## src/rtl/updn_pkg.sv

```systemverilog
package updn_pkg;
  // Next value when counting up: the maximum and any code above it go to 0.
  function automatic int next_up(int cur, int max_cnt);
    return (cur >= max_cnt) ? 0 : cur + 1;
  endfunction

  // Next value when counting down: 0 and any code above the maximum go to the maximum.
  function automatic int next_dn(int cur, int max_cnt);
    return (cur == 0 || cur > max_cnt) ? max_cnt : cur - 1;
  endfunction
endpackage

```

## src/rtl/updn_stb_edge.sv

```systemverilog
module updn_stb_edge (
  input  logic clk,
  input  logic clr,
  input  logic stb,
  output logic lvl,
  output logic rise
);
  logic s_q, s_qq;

  // Idle level is high, so clear presets both stages to 1.
  always_ff @(posedge clk or posedge clr) begin
    if (clr) begin
      s_q  <= 1'b1;
      s_qq <= 1'b1;
    end else begin
      s_q  <= stb;
      s_qq <= s_q;
    end
  end

  assign lvl  = s_q;
  assign rise = s_q & ~s_qq;
endmodule

```

## src/rtl/updn_step.sv

```systemverilog
module updn_step #(
  parameter int CNT_W   = 4,
  parameter int MAX_CNT = 15
) (
  input  logic [CNT_W-1:0] cur,
  input  logic             inc,
  input  logic             dec,
  output logic [CNT_W-1:0] nxt
);
  always_comb begin
    if (inc)
      nxt = CNT_W'(updn_pkg::next_up(int'(cur), MAX_CNT));
    else if (dec)
      nxt = CNT_W'(updn_pkg::next_dn(int'(cur), MAX_CNT));
    else
      nxt = cur;
  end
endmodule

```

## src/rtl/updn_tc.sv

```systemverilog
module updn_tc #(
  parameter int CNT_W   = 4,
  parameter int MAX_CNT = 15
) (
  input  logic [CNT_W-1:0] cnt,
  input  logic             up_stb,
  input  logic             dn_stb,
  output logic             carry_n,
  output logic             borrow_n
);
  localparam logic [CNT_W-1:0] TOP = CNT_W'(MAX_CNT);

  assign carry_n  = ~((cnt == TOP) & ~up_stb);
  assign borrow_n = ~((cnt == '0) & ~dn_stb);
endmodule

```

## src/rtl/updn_counter4.sv

```systemverilog
module updn_counter4 #(
  parameter bit DECADE = 1'b0,
  parameter int CNT_W  = 4
) (
  input  logic             clk,
  input  logic             clr,
  input  logic             load_n,
  input  logic [CNT_W-1:0] preset,
  input  logic             up_stb,
  input  logic             dn_stb,
  output logic [CNT_W-1:0] count,
  output logic             carry_n,
  output logic             borrow_n
);
  localparam int MAX_CNT = DECADE ? 9 : (1 << CNT_W) - 1;

  logic             up_lvl, up_rise, dn_lvl, dn_rise;
  logic             inc_evt, dec_evt;
  logic [CNT_W-1:0] cnt_q, cnt_nxt;

  updn_stb_edge u_up (.clk(clk), .clr(clr), .stb(up_stb), .lvl(up_lvl), .rise(up_rise));
  updn_stb_edge u_dn (.clk(clk), .clr(clr), .stb(dn_stb), .lvl(dn_lvl), .rise(dn_rise));

  // A step needs one strobe rising while the other rests high; load discards edges.
  assign inc_evt = up_rise & dn_lvl & ~dn_rise & load_n;
  assign dec_evt = dn_rise & up_lvl & ~up_rise & load_n;

  updn_step #(.CNT_W(CNT_W), .MAX_CNT(MAX_CNT)) u_step (
    .cur(cnt_q), .inc(inc_evt), .dec(dec_evt), .nxt(cnt_nxt)
  );

  always_ff @(posedge clk or posedge clr) begin
    if (clr)          cnt_q <= '0;
    else if (!load_n) cnt_q <= preset;
    else              cnt_q <= cnt_nxt;
  end

  // Clear and load reach the output without waiting for an edge.
  assign count = clr ? '0 : (!load_n ? preset : cnt_q);

  updn_tc #(.CNT_W(CNT_W), .MAX_CNT(MAX_CNT)) u_tc (
    .cnt(count), .up_stb(up_stb), .dn_stb(dn_stb),
    .carry_n(carry_n), .borrow_n(borrow_n)
  );
endmodule

```

## config.mk

```make
export PLATFORM = sky130hd
export DESIGN_NAME = updn_counter4
export DESIGN_NICKNAME = d
export VERILOG_FILES = /design/src/rtl/updn_pkg.sv /design/src/rtl/updn_stb_edge.sv /design/src/rtl/updn_step.sv /design/src/rtl/updn_tc.sv /design/src/rtl/updn_counter4.sv
export SDC_FILE = /design/constraint.sdc
export NUM_CORES = 1
export LEC_CHECK = 0
export BUFFER_PORTS_ARGS = -buffer_cell sky130_fd_sc_hd__buf_4
export CORE_MARGIN = 5
export CORE_UTILIZATION = 40
export DETAILED_ROUTE_END_ITERATION = 8
export PLACE_DENSITY = 0.7
export SLEW_MARGIN = 20
export SYNTH_ARGS = -nofsm -noshare
export SYNTH_HDL_FRONTEND = slang
export SYNTH_SLANG_ARGS = --single-unit
```

## constraint.sdc

```tcl
create_clock -name clk -period 4.3 [get_ports clk]
set_clock_uncertainty 0.1 [all_clocks]
set_input_delay 0.215 -clock clk [delete_from_list [all_inputs] [get_ports clk]]
set_output_delay 0.215 -clock clk [all_outputs]
set_load 0.02 [all_outputs]
```

After elaboration in Yosys (flattened, before gate mapping) --
Index checks and enable logic that the tools add are counted.
Word-level totals: logic and storage cells 37, flip-flop bits (word level) 8, input port bits 9, output and inout bits 6
Operators by class: equal/unequal tests 2, reduce and logical (&&, ||, !) cells 2, magnitude comparators 1, add/sub/neg operators 2, multiplexer cells 7, bitwise gates (word level) 18
Operators with widths (number):
- 4-bit 2-to-1 mux | 7
- 1-bit AND | 10
- 4-bit zero test | 2
- 1-bit NOT | 8
- 4-bit by 1-bit adder with 4-bit output, second input constant | 1
- 4-bit equality test, second input constant | 1
- 4-bit greater-or-equal comparator, second input constant | 1
- 4-bit by 1-bit subtractor with 4-bit output, second input constant | 1
- 3-bit by 1-bit != test with 1-bit output, second input constant | 1

Depth between registers and ports, before layout --
depth in word-level cells 8, mapped depth 6, depth with buffers taken out 6

Cells and area by module --
Synthesis repeated with hierarchy kept, for this count alone.
Unflattened totals: cell total of the unflattened synthesis 68, area, all modules 566.8 um^2
By module, submodules not included:
- updn_counter4 | seq. area each 100.1 um^2, area each 225.2 um^2, instances 1, cells an instance 28
- updn_step | seq. area each 0.0 um^2, area each 176.4 um^2, instances 1, cells an instance 27
- updn_stb_edge | seq. area each 52.6 um^2, area each 70.1 um^2, instances 2, cells an instance 4
- updn_tc | seq. area each 0.0 um^2, area each 25.0 um^2, instances 1, cells an instance 5

Least setup slack after synthesis --
Ideal clock, no wire load.
path type reg-to-output, from register cnt_q[0], to output port borrow_n, required time 3.985 ns, data arrival time 1.172 ns, slack 2.813 ns, stages on the path, launching flop included 5, buffers on the path 0, path through dfrtp_1 nand2_1 a21oi_1 nor3_1 nand2_1
Between the ends: word-level cells in the longest chain between the ends 5
RTL lines:
- from (decl) | RTL line updn_counter4.sv:19 | logic [CNT_W-1:0] cnt_q, cnt_nxt;
- from (signal assigned) | RTL line updn_counter4.sv:34 | else if (!load_n) cnt_q <= preset;
- from (signal assigned) | RTL line updn_counter4.sv:35 | else cnt_q <= cnt_nxt;
- 4-bit 2-to-1 mux (2 in a row) | RTL line updn_counter4.sv:39 | assign count = clr ? '0 : (!load_n ? preset : cnt_q);
- via count[0] | RTL line updn_counter4.sv:11 | output logic [CNT_W-1:0] count,
- 4-bit zero test | RTL line updn_tc.sv:14 | assign borrow_n = ~((cnt == '0) & ~dn_stb);
- 1-bit AND | RTL line updn_tc.sv:14
- 1-bit NOT | RTL line updn_tc.sv:14
- to (decl) | RTL line updn_counter4.sv:13 | output logic borrow_n
The timed path passes the listed nets, and every way through them passes these cells.

Worst setup path after layout --
from input port clr, to output port borrow_n
Between the ends: word-level cells in the longest chain between the ends 4
RTL lines:
- from (decl) | RTL line updn_counter4.sv:6 | input logic clr,
- 4-bit 2-to-1 mux | RTL line updn_counter4.sv:39
- 4-bit zero test | RTL line updn_tc.sv:14
- 1-bit AND | RTL line updn_tc.sv:14
- 1-bit NOT | RTL line updn_tc.sv:14
No other way between the ends.

==> PnR_summary.wiki <==
{| class="wikitable"
! Metric !! Value
|-
| Final hold violations || 0
|-
| Post-CTS setup buffer count || 0
|-
| Count of nets left with antenna violations after detail routing || 0
|-
| Final total power || 221 uW
|-
| Starting utilization of the core area || 43.7%
|-
| Critical path fanouts, max || 5
|-
| Min-Delay Path Depth || 2
|-
| Max_cap viols || 0
|-
| R2R Setup Slk || 2.80 ns
|-
| Maximum count of clock buffers along a single path || 2
|-
| Achievable Freq || 0.590 GHz
|-
| Depth of the CTS H-tree || 1
|-
| Post-detailed-route DRC marker count || 0
|-
| End of the worst hold path || cnt_q[1]
|-
| Proportion of layout cells with a drive suffix above 1 || 30.9%
|-
| Post-cts resize count || 0
|-
| Synth warnings || 0
|-
| Count of flip-flops with a built-in enable after synthesis || 0
|-
| ANT cells || 0
|-
| Drt total wl || 1.41 mm
|-
| Reg2reg path depth || 5
|-
| Worst relative slew slack || 79.6%
|-
| Slew of the pin with the lowest slew margin || 0.302 ns
|-
| Clock tree from TritonCTS || built
|-
| Clock slew at the register clock pins of the worst setup and hold paths || 0.07 ns
|-
| Portion of the clock cycle consumed by the worst path in the final layout || 39.4%
|-
| Unrepaired setup endpoints after global routing || no
|-
| Static Leakage || 0.336 nW
|-
| Vias in the first global route || 476
|-
| IO Count || 15
|-
| Crit path arrival time || 1.38 ns
|-
| Setup crit start kind || primary input
|-
| Global-route congestion overflow total || 0
|-
| Die boundary width || 48.4 um
|-
| Antenna violations before repair || 0
|-
| Proportion of synthesized flip-flops having asynchronous set or reset || 100%
|-
| Hold/Removal Path Class || primary input to flop
|-
| Nets || 93
|-
| HPWL after detailed placement || 1.08 mm
|-
| Clock latency at the later pin of the worst-skew pair || 0.27 ns
|-
| CP Capture Type || output port
|-
| Synthesized area divided by synthesized cell count || 9.35 sq um
|-
| Count of hold buffers inserted by post-cts repair || 3
|-
| Register area share after synthesis || 34.8%
|-
| Placeable core region || 1350 sq um
|-
| Fin Setup TNS || 0 ns
|-
| Area of the die || 2340 sq um
|-
| Number of vias in the routed layout || 516
|-
| Cell at the root of the clock tree || sky130_fd_sc_hd__clkbuf_4
|-
| Number of pins with negative max-slew slack in the final report || 0
|-
| Nets in the synthesized netlist || 74
|-
| Violation count after the first detailed-route iteration || 11
|-
| Number of synthesized register bits || 8
|-
| Die Height || 48.4 um
|-
| Sinks on Clock Net || 8
|-
| P&R area growth vs syn || 26.1%
|-
| RR Endpoint || cnt_q[3]
|-
| Result of the run || completed
|-
| Synthesized instance count || 63
|-
| Placement row count || 13
|-
| First-pass GRT wire length || 2.27 mm
|-
| CTS Buf Count || 3
|-
| Number of vias per cell || 5.38
|-
| Synth Cell Area || 589 sq um
|-
| R2r startpoint || cnt_q[0]
|-
| Minimum clock period || 1.70 ns
|-
| Data required, critical path || 3.98 ns
|-
| Power density relative to cell area || 298 nW/um^2
|-
| Worst Min Path Start || preset[1]
|-
| Main flop type after synthesis || sky130_fd_sc_hd__dfstp_2
|-
| Port-buffer cells || 14
|-
| Routed WL per cell || 14.7 um
|-
| Combined global-route utilization of all metal layers || 12.3%
|-
| Placer Congestion || 0.784
|-
| Total setup violations reported at the end of the flow || 0
|-
| Pin count of the biggest net entering global routing || 14
|-
| Peak VDD IR || 174 uV
|-
| First-pass iteration count of the detailed router || 4
|-
| Count of different cell masters after synthesis || 34
|-
| Critical path start-end classification || primary input to output port
|}
per-layer routing:
metal | vias up | track usage [%] | share of wire, %
met5 | - | 0 | 0
met4 | 0 | 4.15 | 0.71
met3 | 2 | 4.59 | 3.7
met2 | 8 | 18.7 | 48
met1 | 244 | 15.7 | 48
li1 | 262 | - | -
report_power, final:
| part | internal, mW | switching [mW] |
|---|---|---|
| clock | 0.0355 | 0.0290 |
| combinational | 0.0314 | 0.0311 |
| sequential | 0.0830 | 0.0111 |
| total | 0.150 | 0.0712 |
critical path, stage by stage:
cell	delay [ns]
sky130_fd_sc_hd__dlygate4sd3_1	0.55
sky130_fd_sc_hd__buf_4	0.15
sky130_fd_sc_hd__nor2_1	0.18
sky130_fd_sc_hd__nor3_1	0.08
sky130_fd_sc_hd__nand2_1	0.07
sky130_fd_sc_hd__buf_4	0.13
worst max-delay path by stage:
stage / slack (ns) / to / startpoint
2_1_floorplan: 2.81 / borrow_n / cnt_q[0]
3_3_place_gp: 2.85 / cnt_q[3] / cnt_q[0]
3_5_place_dp: 2.82 / cnt_q[3] / cnt_q[0]
4_1_cts: 2.62 / borrow_n / cnt_q[1]
5_1_grt: 2.49 / borrow_n / cnt_q[1]
6_report: 2.60 / borrow_n / clr
per-stage QoR:
stage | std cells | worst slack (ns) | instance area [sq um] | hold WS (ns) | util (%)
2_1_floorplan | 63 | 2.81 | 589 | -0.0722 | -
4_1_cts | 96 | 2.62 | 743 | 0.103 | 55.1
3_5_place_dp | 89 | 2.82 | 687 | 0.114 | 50.9
6_report | 96 | 2.60 | 743 | 0.0941 | 55.1
5_1_grt | 96 | 2.49 | 743 | 0.105 | 55.1
3_3_place_gp | 89 | 2.85 | 687 | 0.112 | 50.9
cells by family after synthesis:
family	after synthesis	synth area share [%]
XOR/XNOR	3	4.46
AO/OA/AOI/OAI	16	19.7
AND/OR/NAND/NOR	25	25.3
flip-flops	8	34.8
multiplexers	3	5.10
buffers and inverters	6	6.37
adder cells (fa/ha/maj)	2	4.25
area by class of cell:
type                            count  area [sq um]
Fill cell                         129           607
Timing Repair Buffer               17           135
Multi-Input combinational cell     49           347
Sequential cell                     8           205
Tap cell                           15          18.8
Inverter                            3          11.3
Clock buffer                        4          26.3
cells in the mapped netlist (2+ instances only):
master / n / area [sq um]
sky130_fd_sc_hd__inv_1: 3 / 11.3
sky130_fd_sc_hd__nand3b_1: 3 / 22.5
sky130_fd_sc_hd__nand2_1: 5 / 18.8
sky130_fd_sc_hd__ha_1: 2 / 25.0
sky130_fd_sc_hd__dfstp_2: 4 / 105
sky130_fd_sc_hd__xnor2_1: 2 / 17.5
sky130_fd_sc_hd__dfrtp_1: 4 / 100
sky130_fd_sc_hd__nand3_1: 2 / 10.0
sky130_fd_sc_hd__o21ai_1: 2 / 10.0
sky130_fd_sc_hd__nor2_1: 7 / 26.3
sky130_fd_sc_hd__mux2i_1: 3 / 30.0
sky130_fd_sc_hd__a21oi_1: 3 / 15.0
sky130_fd_sc_hd__a31oi_1: 2 / 12.5
cells in the final DEF (no fill, tap or decap), types with 2 or more instances in the layout:
cell / Yosys / final
sky130_fd_sc_hd__dlygate4sd3_1: 0 / 3
sky130_fd_sc_hd__a31oi_1: 2 / 2
sky130_fd_sc_hd__nand3b_1: 3 / 3
sky130_fd_sc_hd__nand3_1: 2 / 2
sky130_fd_sc_hd__clkbuf_4: 1 / 3
sky130_fd_sc_hd__dfstp_2: 4 / 4
sky130_fd_sc_hd__xnor2_1: 2 / 2
sky130_fd_sc_hd__a21oi_1: 3 / 3
sky130_fd_sc_hd__dfrtp_1: 4 / 4
sky130_fd_sc_hd__o21ai_1: 2 / 2
sky130_fd_sc_hd__mux2i_1: 3 / 3
sky130_fd_sc_hd__inv_1: 3 / 3
sky130_fd_sc_hd__nor2_1: 7 / 7
sky130_fd_sc_hd__nand2_1: 5 / 5
sky130_fd_sc_hd__buf_4: 1 / 14
sky130_fd_sc_hd__ha_1: 2 / 2
sequential cells by signal, indices dropped and copies added, names as in the netlist:
signal,count
u_up.s_qq,1
u_dn.s_qq,1
u_dn.lvl,1
u_up.lvl,1
cnt_q,4
No activity file was read; power rests on OpenSTA's default activity.
